**config.mk**
```make
export PLATFORM = sky130hd
export DESIGN_NAME = rti_gen
export DESIGN_NICKNAME = d
export VERILOG_FILES = /design/src/rtl/rti_pkg.sv /design/src/rtl/rti_tap_decode.sv /design/src/rtl/rti_chain.sv /design/src/rtl/rti_flag.sv /design/src/rtl/rti_gen.sv
export SDC_FILE = /design/constraint.sdc
export NUM_CORES = 1
export LEC_CHECK = 0
export BUFFER_PORTS_ARGS = -buffer_cell sky130_fd_sc_hd__buf_2
export CAP_MARGIN = 15
export CORE_MARGIN = 3
export CORE_UTILIZATION = 50
export CTS_BUF_LIST = sky130_fd_sc_hd__clkbuf_8
export CTS_CLUSTER_DIAMETER = 200
export DETAILED_ROUTE_END_ITERATION = 16
export PLACE_DENSITY = 0.69
export SLEW_MARGIN = 30
export SYNTH_ARGS = -nofsm -noshare
export SYNTH_HDL_FRONTEND = slang
export SYNTH_SLANG_ARGS = --single-unit
export TNS_END_PERCENT = 100
```
**constraint.sdc**
```tcl
create_clock -name clk -period 3.1 [get_ports clk]
set_input_delay 0 -clock clk [delete_from_list [all_inputs] [get_ports clk]]
set_output_delay 0 -clock clk [all_outputs]
set_load 0.01 [all_outputs]
```
**src/rtl/rti_pkg.sv**
```systemverilog
package rti_pkg;
    localparam int TAP_W     = 3;
    localparam int PRE_W     = 4;
    localparam int BASE_LOG2 = 10;
    localparam int CHAIN_W   = BASE_LOG2 - 1 + (2 ** TAP_W) - 1;
    localparam int RATE_W    = 1 + TAP_W + PRE_W;

    typedef struct packed {
        logic [TAP_W-1:0] tap;
        logic [PRE_W-1:0] pre;
    } rate_t;

    typedef struct packed {
        logic [CHAIN_W-1:0] cnt;
        logic [PRE_W-1:0]   pre;
    } chain_t;

    typedef struct packed {
        logic flag;
        logic ie;
    } ctl_t;
endpackage

```
**src/rtl/rti_tap_decode.sv**
```systemverilog
module rti_tap_decode
    import rti_pkg::*;
#(
    parameter int TW = TAP_W,
    parameter int CW = CHAIN_W,
    parameter int BL = BASE_LOG2
) (
    input  logic [TW-1:0] tap_i,
    output logic [CW-1:0] mask_o,
    output logic          on_o
);
    assign on_o = (tap_i != '0);

    // bit i belongs to the wrap mask when it lies below 9+tap
    for (genvar i = 0; i < CW; i++) begin : g_mask
        assign mask_o[i] = on_o && ((int'(tap_i) + BL - 1) > i);
    end
endmodule

```
**src/rtl/rti_chain.sv**
```systemverilog
module rti_chain
    import rti_pkg::*;
(
    input  logic               clk,
    input  logic               rst_n,
    input  logic               restart_i,
    input  logic               run_i,
    input  logic [CHAIN_W-1:0] mask_i,
    input  logic [PRE_W-1:0]   pre_lim_i,
    output logic               tick_o
);
    chain_t cur_q, nxt_d;

    always_comb begin
        nxt_d  = cur_q;
        tick_o = 1'b0;
        if (restart_i) begin
            nxt_d = '0;
        end else if (run_i) begin
            if ((cur_q.cnt & mask_i) == mask_i) begin
                nxt_d.cnt = '0;
                if (cur_q.pre == pre_lim_i) begin
                    nxt_d.pre = '0;
                    tick_o    = 1'b1;
                end else begin
                    nxt_d.pre = cur_q.pre + 1'b1;
                end
            end else begin
                nxt_d.cnt = cur_q.cnt + 1'b1;
            end
        end
    end

    always_ff @(posedge clk or negedge rst_n) begin
        if (!rst_n) cur_q <= '0;
        else        cur_q <= nxt_d;
    end

    AST_FREEZE_HOLD: assert property (@(posedge clk) disable iff (!rst_n)
        (!run_i && !restart_i) |=> $stable(cur_q));
    AST_RESTART_ZERO: assert property (@(posedge clk) disable iff (!rst_n)
        restart_i |=> (cur_q == '0));
    AST_CNT_IN_MASK: assert property (@(posedge clk) disable iff (!rst_n)
        run_i |-> ((cur_q.cnt & ~mask_i) == '0));
endmodule

```
**src/rtl/rti_flag.sv**
```systemverilog
module rti_flag
    import rti_pkg::*;
(
    input  logic clk,
    input  logic rst_n,
    input  logic tick_i,
    input  logic clr_i,
    input  logic ie_we_i,
    input  logic ie_wdata_i,
    output logic flag_o,
    output logic ie_o,
    output logic irq_o
);
    ctl_t cur_q, nxt_d;

    always_comb begin
        nxt_d = cur_q;
        if (clr_i)   nxt_d.flag = 1'b0;
        if (tick_i)  nxt_d.flag = 1'b1;
        if (ie_we_i) nxt_d.ie   = ie_wdata_i;
    end

    always_ff @(posedge clk or negedge rst_n) begin
        if (!rst_n) cur_q <= '0;
        else        cur_q <= nxt_d;
    end

    assign flag_o = cur_q.flag;
    assign ie_o   = cur_q.ie;
    assign irq_o  = cur_q.flag & cur_q.ie;

    AST_FLAG_RISE_CAUSE: assert property (@(posedge clk) disable iff (!rst_n)
        $rose(cur_q.flag) |-> $past(tick_i));
    AST_FLAG_FALL_CAUSE: assert property (@(posedge clk) disable iff (!rst_n)
        $fell(cur_q.flag) |-> $past(clr_i));
endmodule

```
**src/rtl/rti_gen.sv**
```systemverilog
module rti_gen
    import rti_pkg::*;
(
    input  logic              clk,
    input  logic              rst_n,
    input  logic              rate_we,
    input  logic [RATE_W-1:0] rate_wdata,
    input  logic              ie_we,
    input  logic              ie_wdata,
    input  logic              flag_we,
    input  logic              flag_wdata,
    input  logic              wait_i,
    input  logic              wait_freeze_en,
    output logic              flag_o,
    output logic              ie_o,
    output logic              irq_o
);
    rate_t              rate_q, rate_d;
    logic [CHAIN_W-1:0] mask;
    logic               on;
    logic               run;
    logic               tick;

    always_comb begin
        rate_d = rate_q;
        if (rate_we) rate_d = rate_t'(rate_wdata[TAP_W+PRE_W-1:0]);
    end

    always_ff @(posedge clk or negedge rst_n) begin
        if (!rst_n) rate_q <= '0;
        else        rate_q <= rate_d;
    end

    rti_tap_decode u_dec (
        .tap_i  (rate_q.tap),
        .mask_o (mask),
        .on_o   (on)
    );

    assign run = on && !(wait_i && wait_freeze_en);

    rti_chain u_chain (
        .clk       (clk),
        .rst_n     (rst_n),
        .restart_i (rate_we),
        .run_i     (run),
        .mask_i    (mask),
        .pre_lim_i (rate_q.pre),
        .tick_o    (tick)
    );

    rti_flag u_flag (
        .clk        (clk),
        .rst_n      (rst_n),
        .tick_i     (tick),
        .clr_i      (flag_we && flag_wdata),
        .ie_we_i    (ie_we),
        .ie_wdata_i (ie_wdata),
        .flag_o     (flag_o),
        .ie_o       (ie_o),
        .irq_o      (irq_o)
    );

    AST_OFF_NO_TICK: assert property (@(posedge clk) disable iff (!rst_n)
        (rate_q.tap == '0) |-> !tick);
endmodule

```
==> impl_metrics.csv, run 1 <==
group,metric,value,unit
setup_path,r2r_slack,0.16,ns
die,start_util,53.21,%
timing,finalCritPeriodShare,94.78,%
power,vdd_drop_max,0.3046,mV
synthesis,synth-edff-count,0,
routing,via_per_inst,5.971,
finish,diodes,0,
synthesis,netlist_top_cells_area,"dfrtp_1 (36%), ha_1 (6.9%), nand2_1 (5.5%)",
timing,fmax,340.3,MHz
finish,finalNetCount,286,
power,p_total,975.3,uW
routing,ant_nets,0,
timing,skew,0.006491,ns
timing,fin_ws,0.1618,ns
clock_network,cts_max_level,2,
synthesis,yosys.area.top_type_share,36.43,%
timing,drv_slew,0,
setup_path,crit_arrival,3.13,ns
clock_network,numCtsBuffers,5,
routing,firstDrtPassIters,4,
setup_path,path_class,"flip-flop to flip-flop",
synthesis,ys_types,52,
synthesis,ys.flop_type,"dfrtp_1",
die,die_w,69.12,um
power,internal_power,721.9,uW
setup_path,r2r-start,"rate_q[5]",
clock_network,cts-root-buf,"clkbuf_8",
synthesis,synth_nets,253,
min_path,hp-start,"flag_wdata",
routing,dr_total_vias,1833,
synthesis,synth-async-reset-ratio,100.0,%
power,power.density,407.9,nW/um^2
placement,post_dp_cell_area,2148,sq um
setup_path,startpoint,"rate_q[5]",
die,core_region_area,3744,sq um
die,rows,22,
die,io_pins,20,
routing,drt_wl_total,4.605,mm
synthesis,ys_seq_elements,29,
setup_path,crit_path_end_kind,"flip-flop",
timing,hold_violations,0,
clock_network,clock_path_buffers,2,
die,fp.dieH,69.12,um
placement,port_buffers,18,
grt,grt_overflow_total,0,
power,power_frac_comb,17.0,%
synthesis,syn_area,1992,sq um
routing,wl_per_cell,15.00,um
timing,slew_headroom,54.94,%
synthesis,yosys.area.top_type,"dfrtp_1",
finish,post-route-util,63.87,%
die,dieArea,4777,sq um
min_path,hold_class,"input port to flip-flop",
run_status,outcome,"complete, no violations",
finish,drive_gt1_share,18.92,%
finish,design_area,2391,sq um
flow_run,cap_violations,0,
power,p_leak,0.001030,uW
power,pwr-share-seq,41.6,%
placement,preCtsSetupSlack,0.1072,ns
clock_network,path_clk_slew,0.06,ns
finish,area_growth,20.04,%
power,power_switching,253.4,uW
timing,rsz0062_at_grt,"false",
timing,worst_pin_slew,0.6759,ns
synthesis,synth_seq_area_share,36.43,%
routing,drcViolationCount,0,
clock_network,cts_tree,"yes",
grt,grt_usage,21.03,%
clock_network,clock-sinks,29,
grt,antenna_found_initial,0,
routing,drt_iter0_drc,153,
synthesis,yosys_warnings,0,
power,p_sw_share,25.98,%
placement,finalWeightedCongestion,0.8480,
synthesis,netlist_instances,225,
clock_network,clock_latency,0.28,ns
timing,final-setup-viol-count,0,
power,clkPwrFrac,41.4,%
grt,grt_pass1_wl,8.224,mm
setup_path,crit_fanout,6,
grt,grt_max_degree,33,
timing,setup_tns,0,ns
synthesis,synth.avg_cell_area,8.853,sq um
grt,grt_pass1_vias,1751,
timing,min_period,2.938,ns
setup_path,critPathLaunchType,"flip-flop",
setup_path,required,3.29,ns
placement,hpwl,3.125,mm
[layout by cell type (no fill, tap or decap), types with 5 or more instances in the layout]
cell type / Yosys / layout
o22ai_1: 5 / 5
dlygate4sd3_1: 0 / 10
nand3_1: 8 / 8
and2_1: 5 / 5
clkbuf_8: 0 / 6
ha_1: 11 / 11
buf_2: 1 / 18
nand2_1: 29 / 29
a21oi_1: 19 / 18
mux2_2: 5 / 5
buf_4: 0 / 10
dfrtp_1: 29 / 29
inv_1: 9 / 10
nor3_1: 13 / 13
xor2_1: 9 / 9
o21ai_0: 13 / 13
[kinds of logic (layout without fill, tap and decap cells)]
| group | after synthesis | after routing | share of synthesized area (%) |
|---|---|---|---|
| and+or+nand+nor | 81 | 81 | 21.36 |
| AOI/OAI and AO/OA | 67 | 67 | 23.18 |
| DFF | 29 | 29 | 36.43 |
| buffers and inverters | 21 | 55 | 4.397 |
| adders and majority gates | 11 | 11 | 6.909 |
| xor gates and xnor gates | 10 | 10 | 4.397 |
| muxes | 6 | 6 | 3.329 |
[critical path: stages, from the launching register on]
cell and delay (ns):
dfrtp_1 0.44, ha_1 0.25, and2_1 0.17, ha_1 0.30
nand2b_1 0.10, a2111oi_2 0.29, a21oi_1 0.08, or4b_4 0.54
or4_1 0.52, a21oi_1 0.17
[path summary, 6_finish.rpt]
check | cells after the start | to
setup / recovery | 9 | u_chain.cur_q[3]
hold / removal | 3 | u_flag.flag_o
setup reg to reg | 9 | u_chain.cur_q[3]
hold reg to reg | 1 | u_flag.flag_o
max in group asynchronous | 2 | u_flag.ie_o
min in group asynchronous | 2 | u_chain.cur_q[6]
[per-layer routing]
layer	global-route usage [%]	routed length, um	vias to the layer above
met3	5.394	256	2
met2	32.52	2227	61
met5	0	0	-
li1	-	-	906
met1	29.22	2114	864
met4	5.640	6	0
[layout make-up]
type / instances / area (sq um)
Clock buffer: 6 / 82.58
Clock inverter: 2 / 33.78
Fill cell: 324 / 1353
Inverter: 9 / 33.78
Multi-Input combinational cell: 175 / 1190
Sequential cell: 29 / 725.7
Tap cell: 48 / 60.06
Timing Repair Buffer: 38 / 265.3
[registers in the layout, summed over array words and instances, names as in the netlist]
signal,count
u_chain.cur_q,20
rate_q,7
u_flag.flag_o,1
u_flag.ie_o,1
[synthesized netlist by cell type (all sizes together), types with 2 or more instances]
cell type / instances
and2: 5
nor4: 3
nand2b: 4
nor2b: 2
clkbuf: 10
o41ai: 3
o211ai: 4
a21o: 2
nand3: 8
o311ai: 3
nand4: 2
o221ai: 2
nand2: 29
xor2: 9
a32o: 2
a21oi: 19
buf: 2
or2: 2
dfrtp: 29
ha: 11
o21ai: 13
nor3: 14
o21a: 2
inv: 9
o22ai: 5
mux2: 5
nor2: 3
o32ai: 2
a31oi: 2
or4: 2
[timing repair]
action	in CTS	in global routing
resized for setup	0	2
setup buffers	0	2
hold endpoints to repair	37	0
setup endpoints to repair	0	6
hold buffers	10	0
[through the flow]
step | hold WS (ns) | cells
finish | 0.01167 | 307
global route | 0.03268 | 307
CTS | 0.004317 | 305
detailed placement | 0.07688 | 287
global placement | 0.07005 | 287
floorplan | -0.2956 | 225
[power groups by stage]
stage / Sequential, uW / Combinational (uW) / Clock, uW
4_1_cts: 406 / 163 / 413
5_1_grt: 408 / 188 / 436
6_report: 406 / 166 / 403
3_5_place_dp: 413 / 151 / 0
3_3_place_gp: 412 / 150 / 0
2_1_floorplan: 412 / 102 / 0
Note: power is estimated with default switching activity, not from simulation.
==> run 2, diff against run 1 <==
--- a/config.mk
+++ b/config.mk
@@ -12,7 +12,7 @@
 export CTS_BUF_LIST = sky130_fd_sc_hd__clkbuf_8
 export CTS_CLUSTER_DIAMETER = 200
 export DETAILED_ROUTE_END_ITERATION = 16
-export PLACE_DENSITY = 0.69
+export PLACE_DENSITY = 0.66
 export SLEW_MARGIN = 30
 export SYNTH_ARGS = -nofsm -noshare
 export SYNTH_HDL_FRONTEND = slang
==> constraint.sdc (replaced) <==
create_clock -name clk -period 3.7 [get_ports clk]
set_input_delay 0 -clock clk [delete_from_list [all_inputs] [get_ports clk]]
set_output_delay 0 -clock clk [all_outputs]
set_load 0.01 [all_outputs]
==> run 2 against run 1 <==
Net effect:
- total power shrank 24%
- clock-buffer cell count is the same
- routed wire length grew 6.4%
- core utilization shrank 2.5 points
- global-route usage grew 1.0 points
- design area shrank 3.9%
- worst setup slack gained 0.18 ns
- clock power shrank 35%
- largest cell class unchanged
==> impl_metrics.csv, run 2 (synthesized netlist as in run 1, its figures left out) <==
group,metric,value,unit
setup_path,path_buf_inv,1,
finish,largest_register,"u_chain.cur_q",
timing,rsz0062_at_grt,"false",
grt,grtUsageMet3,5.102,%
clock_network,cts-root-buf,"clkbuf_8",
grt,met2_usage,39.72,%
timing,final-setup-viol-count,0,
setup_path,crit_path_end_kind,"flip-flop",
die,core_region_area,3744,sq um
grt,grt.busiest_layer,"met2",
finish,largest_register_ff_count,20,
power,vdd_drop_max,0.2108,mV
grt,grt_pass1_wl,8.625,mm
setup_path,crit_arrival,3.54,ns
clock_network,numCtsBuffers,5,
power,power.density,322.2,nW/um^2
grt,grt_overflow_total,0,
timing,setup_tns,0,ns
die,start_util,53.21,%
clock_network,cts_max_level,2,
setup_path,crit_slowest_cell,"or4b_4",
power,p_total,740.1,uW
finish,diodes,0,
die,rows,22,
timing,hold_violations,0,
setup_path,crit_path_cell_trace,"inv_1, ha_1, and2_1, ha_1, nand2b_1, a21oi_1, o221ai_1, or4b_4, or4_1, a21oi_1",
grt,grt_max_degree,33,
timing,fmax,298.0,MHz
clock_network,postCtsSetupBuffers,0,
placement,finalWeightedCongestion,1.026,
flow_run,cap_violations,0,
timing,min_period,3.356,ns
finish,area_growth,15.33,%
routing,firstDrtPassIters,4,
placement,hpwl,3.337,mm
clock_network,clock-sinks,29,
routing,drt_wl_total,4.898,mm
routing,drcViolationCount,0,
die,die_w,69.12,um
clock_network,clock_latency,0.27,ns
placement,port_buffers,18,
die,dieArea,4777,sq um
setup_path,critPathLaunchType,"flip-flop",
setup_path,required,3.89,ns
clock_network,clock_path_buffers,2,
grt,grt_pass1_vias,1860,
clock_network,cts_tree,"yes",
timing,slew_headroom,55.91,%
timing,finalCritPeriodShare,90.69,%
routing,ant_nets,0,
clock_network,path_clk_slew,0.07,ns
run_status,outcome,"complete, no violations",
finish,drive_gt1_share,16.00,%
setup_path,max_stage_delay,0.68,ns
finish,reg.largest.list,"u_chain.cur_q x20, rate_q x7",
grt,antenna_found_initial,0,
setup_path,crit_family,"simple AND/OR/NAND/NOR gates",
routing,via_per_inst,6.064,
timing,worst_pin_slew,0.6613,ns
setup_path,crit_fanout,21,
min_path,hold_class,"input port to flip-flop",
die,fp.dieH,69.12,um
grt,grt_usage,22.05,%
timing,drv_slew,0,
grt,gr-usage-met1,26.29,%
routing,drt_iter0_drc,135,
die,io_pins,20,
routing,wl_per_cell,16.44,um
timing,skew,0.007070,ns
routing,dr_total_vias,1807,
power,p_leak,0.0009714,uW
finish,finalNetCount,278,
finish,final_cell_mix,"nand2_1 (29), dfrtp_1 (29), a21oi_1 (19)",
setup_path,path_class,"flip-flop to flip-flop",
## run 2: cell types whose count changed in the layout (fill, tap and decap cells not counted), sizes merged
| cell | previous run | this run |
|---|---|---|
| bufinv | 1 | 0 |
| buf | 28 | 20 |
## run 2: repair_timing
item | CTS | global route
hold endpoints to repair | 37 | 0
hold buffers | 10 | 0
gates resized for setup | 0 | 0
## run 2: metrics by stage
step | instances | utilization [%] | instance area (sq um) | worst slack (ns) | hold WS (ns)
final | 298 | 61.36 | 2297 | 0.3444 | 0.02976
after global routing | 298 | 61.36 | 2297 | 0.1267 | 0.03270
after CTS | 298 | 61.16 | 2290 | 0.3490 | 0.02349
after detailed placement | 281 | 56.18 | 2103 | 0.4257 | 0.07176
after global placement | 281 | 56.18 | 2103 | 0.5107 | 0.06015
after floorplan | 225 | - | 1992 | 0.7499 | -0.2956
## run 2: worst min-delay path, delay by kind of cell
family / cells / cell delay, ns
compound gates: 1 / 0.11
buf+inv: 1 / 0.09
simple gates: 1 / 0.06
## run 2: layer usage
layer,vias up,wire length [um]
li1,881,-
met1,871,1935
met2,49,2614
met4,0,59
met5,-,0
met3,6,288
## run 2: path summary, 6_finish.rpt
| path | cells past startpoint | slack [ns] | to | startpoint |
|---|---|---|---|---|
| max | 10 | 0.34 | u_chain.cur_q[3] | rate_q[4] |
| min | 3 | 0.03 | u_flag.flag_o | flag_we |
| max reg2reg | 10 | 0.34 | u_chain.cur_q[3] | rate_q[4] |
| min reg2reg | 1 | 0.51 | u_flag.flag_o | u_flag.flag_o |
| max in group asynchronous | 2 | 2.98 | u_chain.cur_q[16] | rst_n |
| min in group asynchronous | 2 | 0.29 | u_chain.cur_q[9] | rst_n |
## run 2: cell type report
| class | instances | area (sq um) |
|---|---|---|
| Timing Repair Buffer | 30 | 205.2 |
| Multi-Input combinational cell | 175 | 1186 |
| Inverter | 9 | 33.78 |
| Tap cell | 48 | 60.06 |
| Clock buffer | 6 | 82.58 |
| Fill cell | 367 | 1446 |
| Clock inverter | 1 | 3.754 |
| Sequential cell | 29 | 725.7 |
## run 2: power breakdown
part / total (uW) / internal [uW] / switching (uW)
registers: 343 / 329 / 13.8
clock network: 261 / 145 / 117
logic: 136 / 56.6 / 79.8
total: 740 / 530 / 210
==> run 3, diff against run 2 <==
--- a/config.mk
+++ b/config.mk
@@ -16,5 +16,6 @@
 export SLEW_MARGIN = 30
 export SYNTH_ARGS = -nofsm -noshare
 export SYNTH_HDL_FRONTEND = slang
+export SYNTH_HIERARCHICAL = 1
 export SYNTH_SLANG_ARGS = --single-unit
 export TNS_END_PERCENT = 100
==> run 3 against run 2 <==
Net effect:
- via count shrank 18%
- design area shrank 4.0%
- worst setup slack better by 0.38 ns
- critical path depth rose by 2
- synthesized area down 4.5%
- synthesized cell count fell by 13%
- die area fell by 4.1%
- largest cell class unchanged
- highest routed layer unchanged
==> impl_metrics.csv, run 3 <==
group,metric,value,unit
run_status,outcome,"complete, no violations",
synthesis,synth_compound_area_share,15.78,%
routing,wl_per_cell,14.48,um
power,power.density,373.6,nW/um^2
synthesis,ys_types,47,
synthesis,netlist_top_cells_area,"dfrtp_1 (38%), mux2_4 (6.3%), xnor2_1 (5.5%)",
timing,final-setup-viol-count,0,
timing,worst_pin_slew,0.6545,ns
synthesis,muxShareOfSynthArea,6.838,%
finish,reg.largest.list,"u_chain/cur_q x20, rate_q x7",
timing,fmax,335.6,MHz
finish,largest_register,"u_chain/cur_q",
power,p_leak,0.0009760,uW
synthesis,ys_top_cells_by_count,"dfrtp_1 (29), nor2_1 (18), nor2b_1 (16)",
setup_path,crit_arrival,3.14,ns
synthesis,synth-async-reset-ratio,100.0,%
finish,regArea,725.7,sq um
routing,dr_total_vias,1489,
setup_path,crit_fanout,14,
die,die_w,67.70,um
placement,place_inst,253,
synthesis,netlist_instances,195,
grt,grt_max_degree,30,
timing,drv_slew,0,
placement,post_dp_cell_area,1989,sq um
flow_run,cap_violations,0,
die,dieArea,4583,sq um
min_path,hold_class,"input port to flip-flop",
finish,largest_register_ff_count,20,
clock_network,numCtsBuffers,5,
placement,hpwl,2.706,mm
clock_network,cts-root-buf,"clkbuf_8",
setup_path,required,3.86,ns
synthesis,syn_area,1903,sq um
finish,post-route-util,63.12,%
clock_network,cts_tree,"yes",
routing,drt_wl_total,3.925,mm
routing,ant_nets,0,
grt,grt_overflow_total,0,
finish,area_growth,15.91,%
clock_network,clock_latency,0.28,ns
placement,finalWeightedCongestion,0.8688,
clock_network,post_cts_resized,0,
synthesis,yosysMostFrequentCell,"dfrtp_1",
finish,finalNetCount,246,
placement,port_buffers,18,
power,p_sw_share,25.42,%
power,power_frac_comb,17.2,%
routing,via_per_inst,5.494,
finish,design_area,2206,sq um
finish,final_cell_mix,"dfrtp_1 (29), buf_2 (18), nor2_1 (18)",
die,fp.dieH,67.70,um
setup_path,crit_path_end_kind,"flip-flop",
setup_path,critPathLaunchType,"flip-flop",
synthesis,yosys.area.top_type_share,38.13,%
die,rows,21,
finish,drive_gt1_share,20.44,%
synthesis,synth_fa_ha_area_share,3.287,%
clock_network,postCtsSetupBuffers,0,
synthesis,yosys.area.top_type,"dfrtp_1",
synthesis,ys.flop_type,"dfrtp_1",
timing,skew,0.007049,ns
timing,rsz0062_at_grt,"false",
power,pwr-share-seq,42.4,%
die,core_region_area,3495,sq um
min_path,worstHoldEndpoint,"u_flag/flag_o",
timing,hold_violations,0,
grt,grt_pass1_wl,6.837,mm
clock_network,path_clk_slew,0.06,ns
grt,antenna_found_initial,0,
synthesis,yosys.area_share.simple,20.71,%
routing,firstDrtPassIters,4,
setup_path,r2r.worst_path.cells,12,
die,io_pins,20,
min_path,hp-start,"flag_wdata",
grt,grt_pass1_vias,1546,
power,power_switching,209.5,uW
synthesis,synth_nets,217,
clock_network,clock_path_buffers,2,
power,clkPwrFrac,40.4,%
setup_path,r2r_slack,0.72,ns
routing,drcViolationCount,0,
finish,fillCellCount,292,
setup_path,reg2reg_to,"u_chain/cur_q[0]",
finish,multiInputGateArea,1045,sq um
min_path,whs_path_depth,4,
clock_network,cts_max_level,2,
routing,drt_iter0_drc,110,
synthesis,synth_xor_area_share,8.284,%
clock_network,clock-sinks,29,
die,start_util,54.46,%
synthesis,synth_top_family_by_area,"simple AND/OR/NAND/NOR gates",
synthesis,synth_seq_area_share,38.13,%
grt,grt_usage,20.30,%
finish,diodes,0,
setup_path,r2r-start,"rate_q[4]",
power,vdd_drop_max,0.2539,mV
power,internal_power,614.6,uW
synthesis,yosys_warnings,6,
timing,finalCritPeriodShare,80.54,%
setup_path,path_class,"flip-flop to flip-flop",
synthesis,ys_seq_elements,29,
timing,slew_headroom,56.37,%
finish,final_common_cell,"dfrtp_1",
synthesis,synth.avg_cell_area,9.759,sq um
synthesis,synth-edff-count,0,
finish,layout.cells.non_filler,271,
timing,min_period,2.980,ns
timing,setup_tns,0,ns
## run 3: cell count changes after synthesis, moves of 6 or more
cell / delta
nor2b_1: +14
nor2_1: +15
mux2_4: +8
xnor2_1: +11
nand2_1: -18
ha_1: -6
o21ai_0: -6
nor3_1: -10
a21oi_1: -13
clkbuf_1: -9
inv_1: +6
## run 3: worst max-delay path, stage by stage, from the launching register on
cell       delay [ns]
dfrtp_1          0.52
inv_1            0.13
ha_1             0.22
nor2b_1          0.14
buf_4            0.16
inv_1            0.06
nand2_2          0.10
o21ai_0          0.11
nor2b_1          0.16
a2111oi_2        0.33
nand4_2          0.36
o21bai_4         0.43
o22ai_2          0.11
## run 3: cell families (layout without fill, tap and decap cells)
group	Yosys count	count (layout)
AND/OR/NAND/NOR	74	74
AO/OA/AOI/OAI	37	37
flip-flops	29	29
buffers and inverters	23	53
XOR/XNOR	18	18
multiplexers	9	9
adder cells (fa/ha/maj)	5	5
## run 3: power by group through the flow
stage,Sequential [uW],Clock (uW),Combinational (uW)
floorplan,345,0,112
global placement,353,0,127
detailed placement,355,0,132
CTS,349,341,142
global route,352,353,157
finish,349,333,142
## run 3: timing repair
item / in CTS / in global routing
hold endpoints to repair: 37 / 0
endpoints found under the setup margin: 0 / 0
hold buffers: 10 / 0
## run 3: metrics by stage
step           power (uW)  setup slack [ns]  hold slack (ns)
3_3_place_gp        480.1            0.8578          0.05630
5_1_grt             861.4            0.3863           0.1434
3_5_place_dp        486.3            0.7469          0.06642
6_report            824.0            0.7202           0.1155
4_1_cts             831.5            0.7044           0.1191
2_1_floorplan       456.8             1.132          -0.2956
## run 3: worst max path at each step
stage / startpoint / endpoint / slack [ns] / cells after the start
final: rate_q[4] / u_chain/cur_q[0] / 0.72 / 12
after global routing: rate_q[4] / u_chain/cur_q[10] / 0.39 / 12
after CTS: rate_q[4] / u_chain/cur_q[0] / 0.70 / 12
after detailed placement: rate_q[4] / u_chain/cur_q[0] / 0.75 / 12
after global placement: rate_q[4] / u_chain/cur_q[0] / 0.86 / 12
after floorplan: rate_q[5] / u_chain/cur_q[16] / 1.13 / 12
## run 3: per-layer routing
| layer | routed length (um) | up-vias | GRT usage, % |
|---|---|---|---|
| met5 | 0 | - | 0 |
| met4 | 42 | 0 | 9.620 |
| met3 | 142 | 4 | 5.158 |
| met2 | 2110 | 24 | 36.09 |
| met1 | 1629 | 738 | 22.33 |
| li1 | - | 723 | - |
## run 3: area by class of cell
cell class	instances	share of cell area [%]
Inverter	15	2.552
Timing Repair Buffer	30	9.302
Clock buffer	6	3.744
Multi-Input combinational cell	143	47.36
Sequential cell	29	32.90
Tap cell	46	2.609
Clock inverter	2	1.531
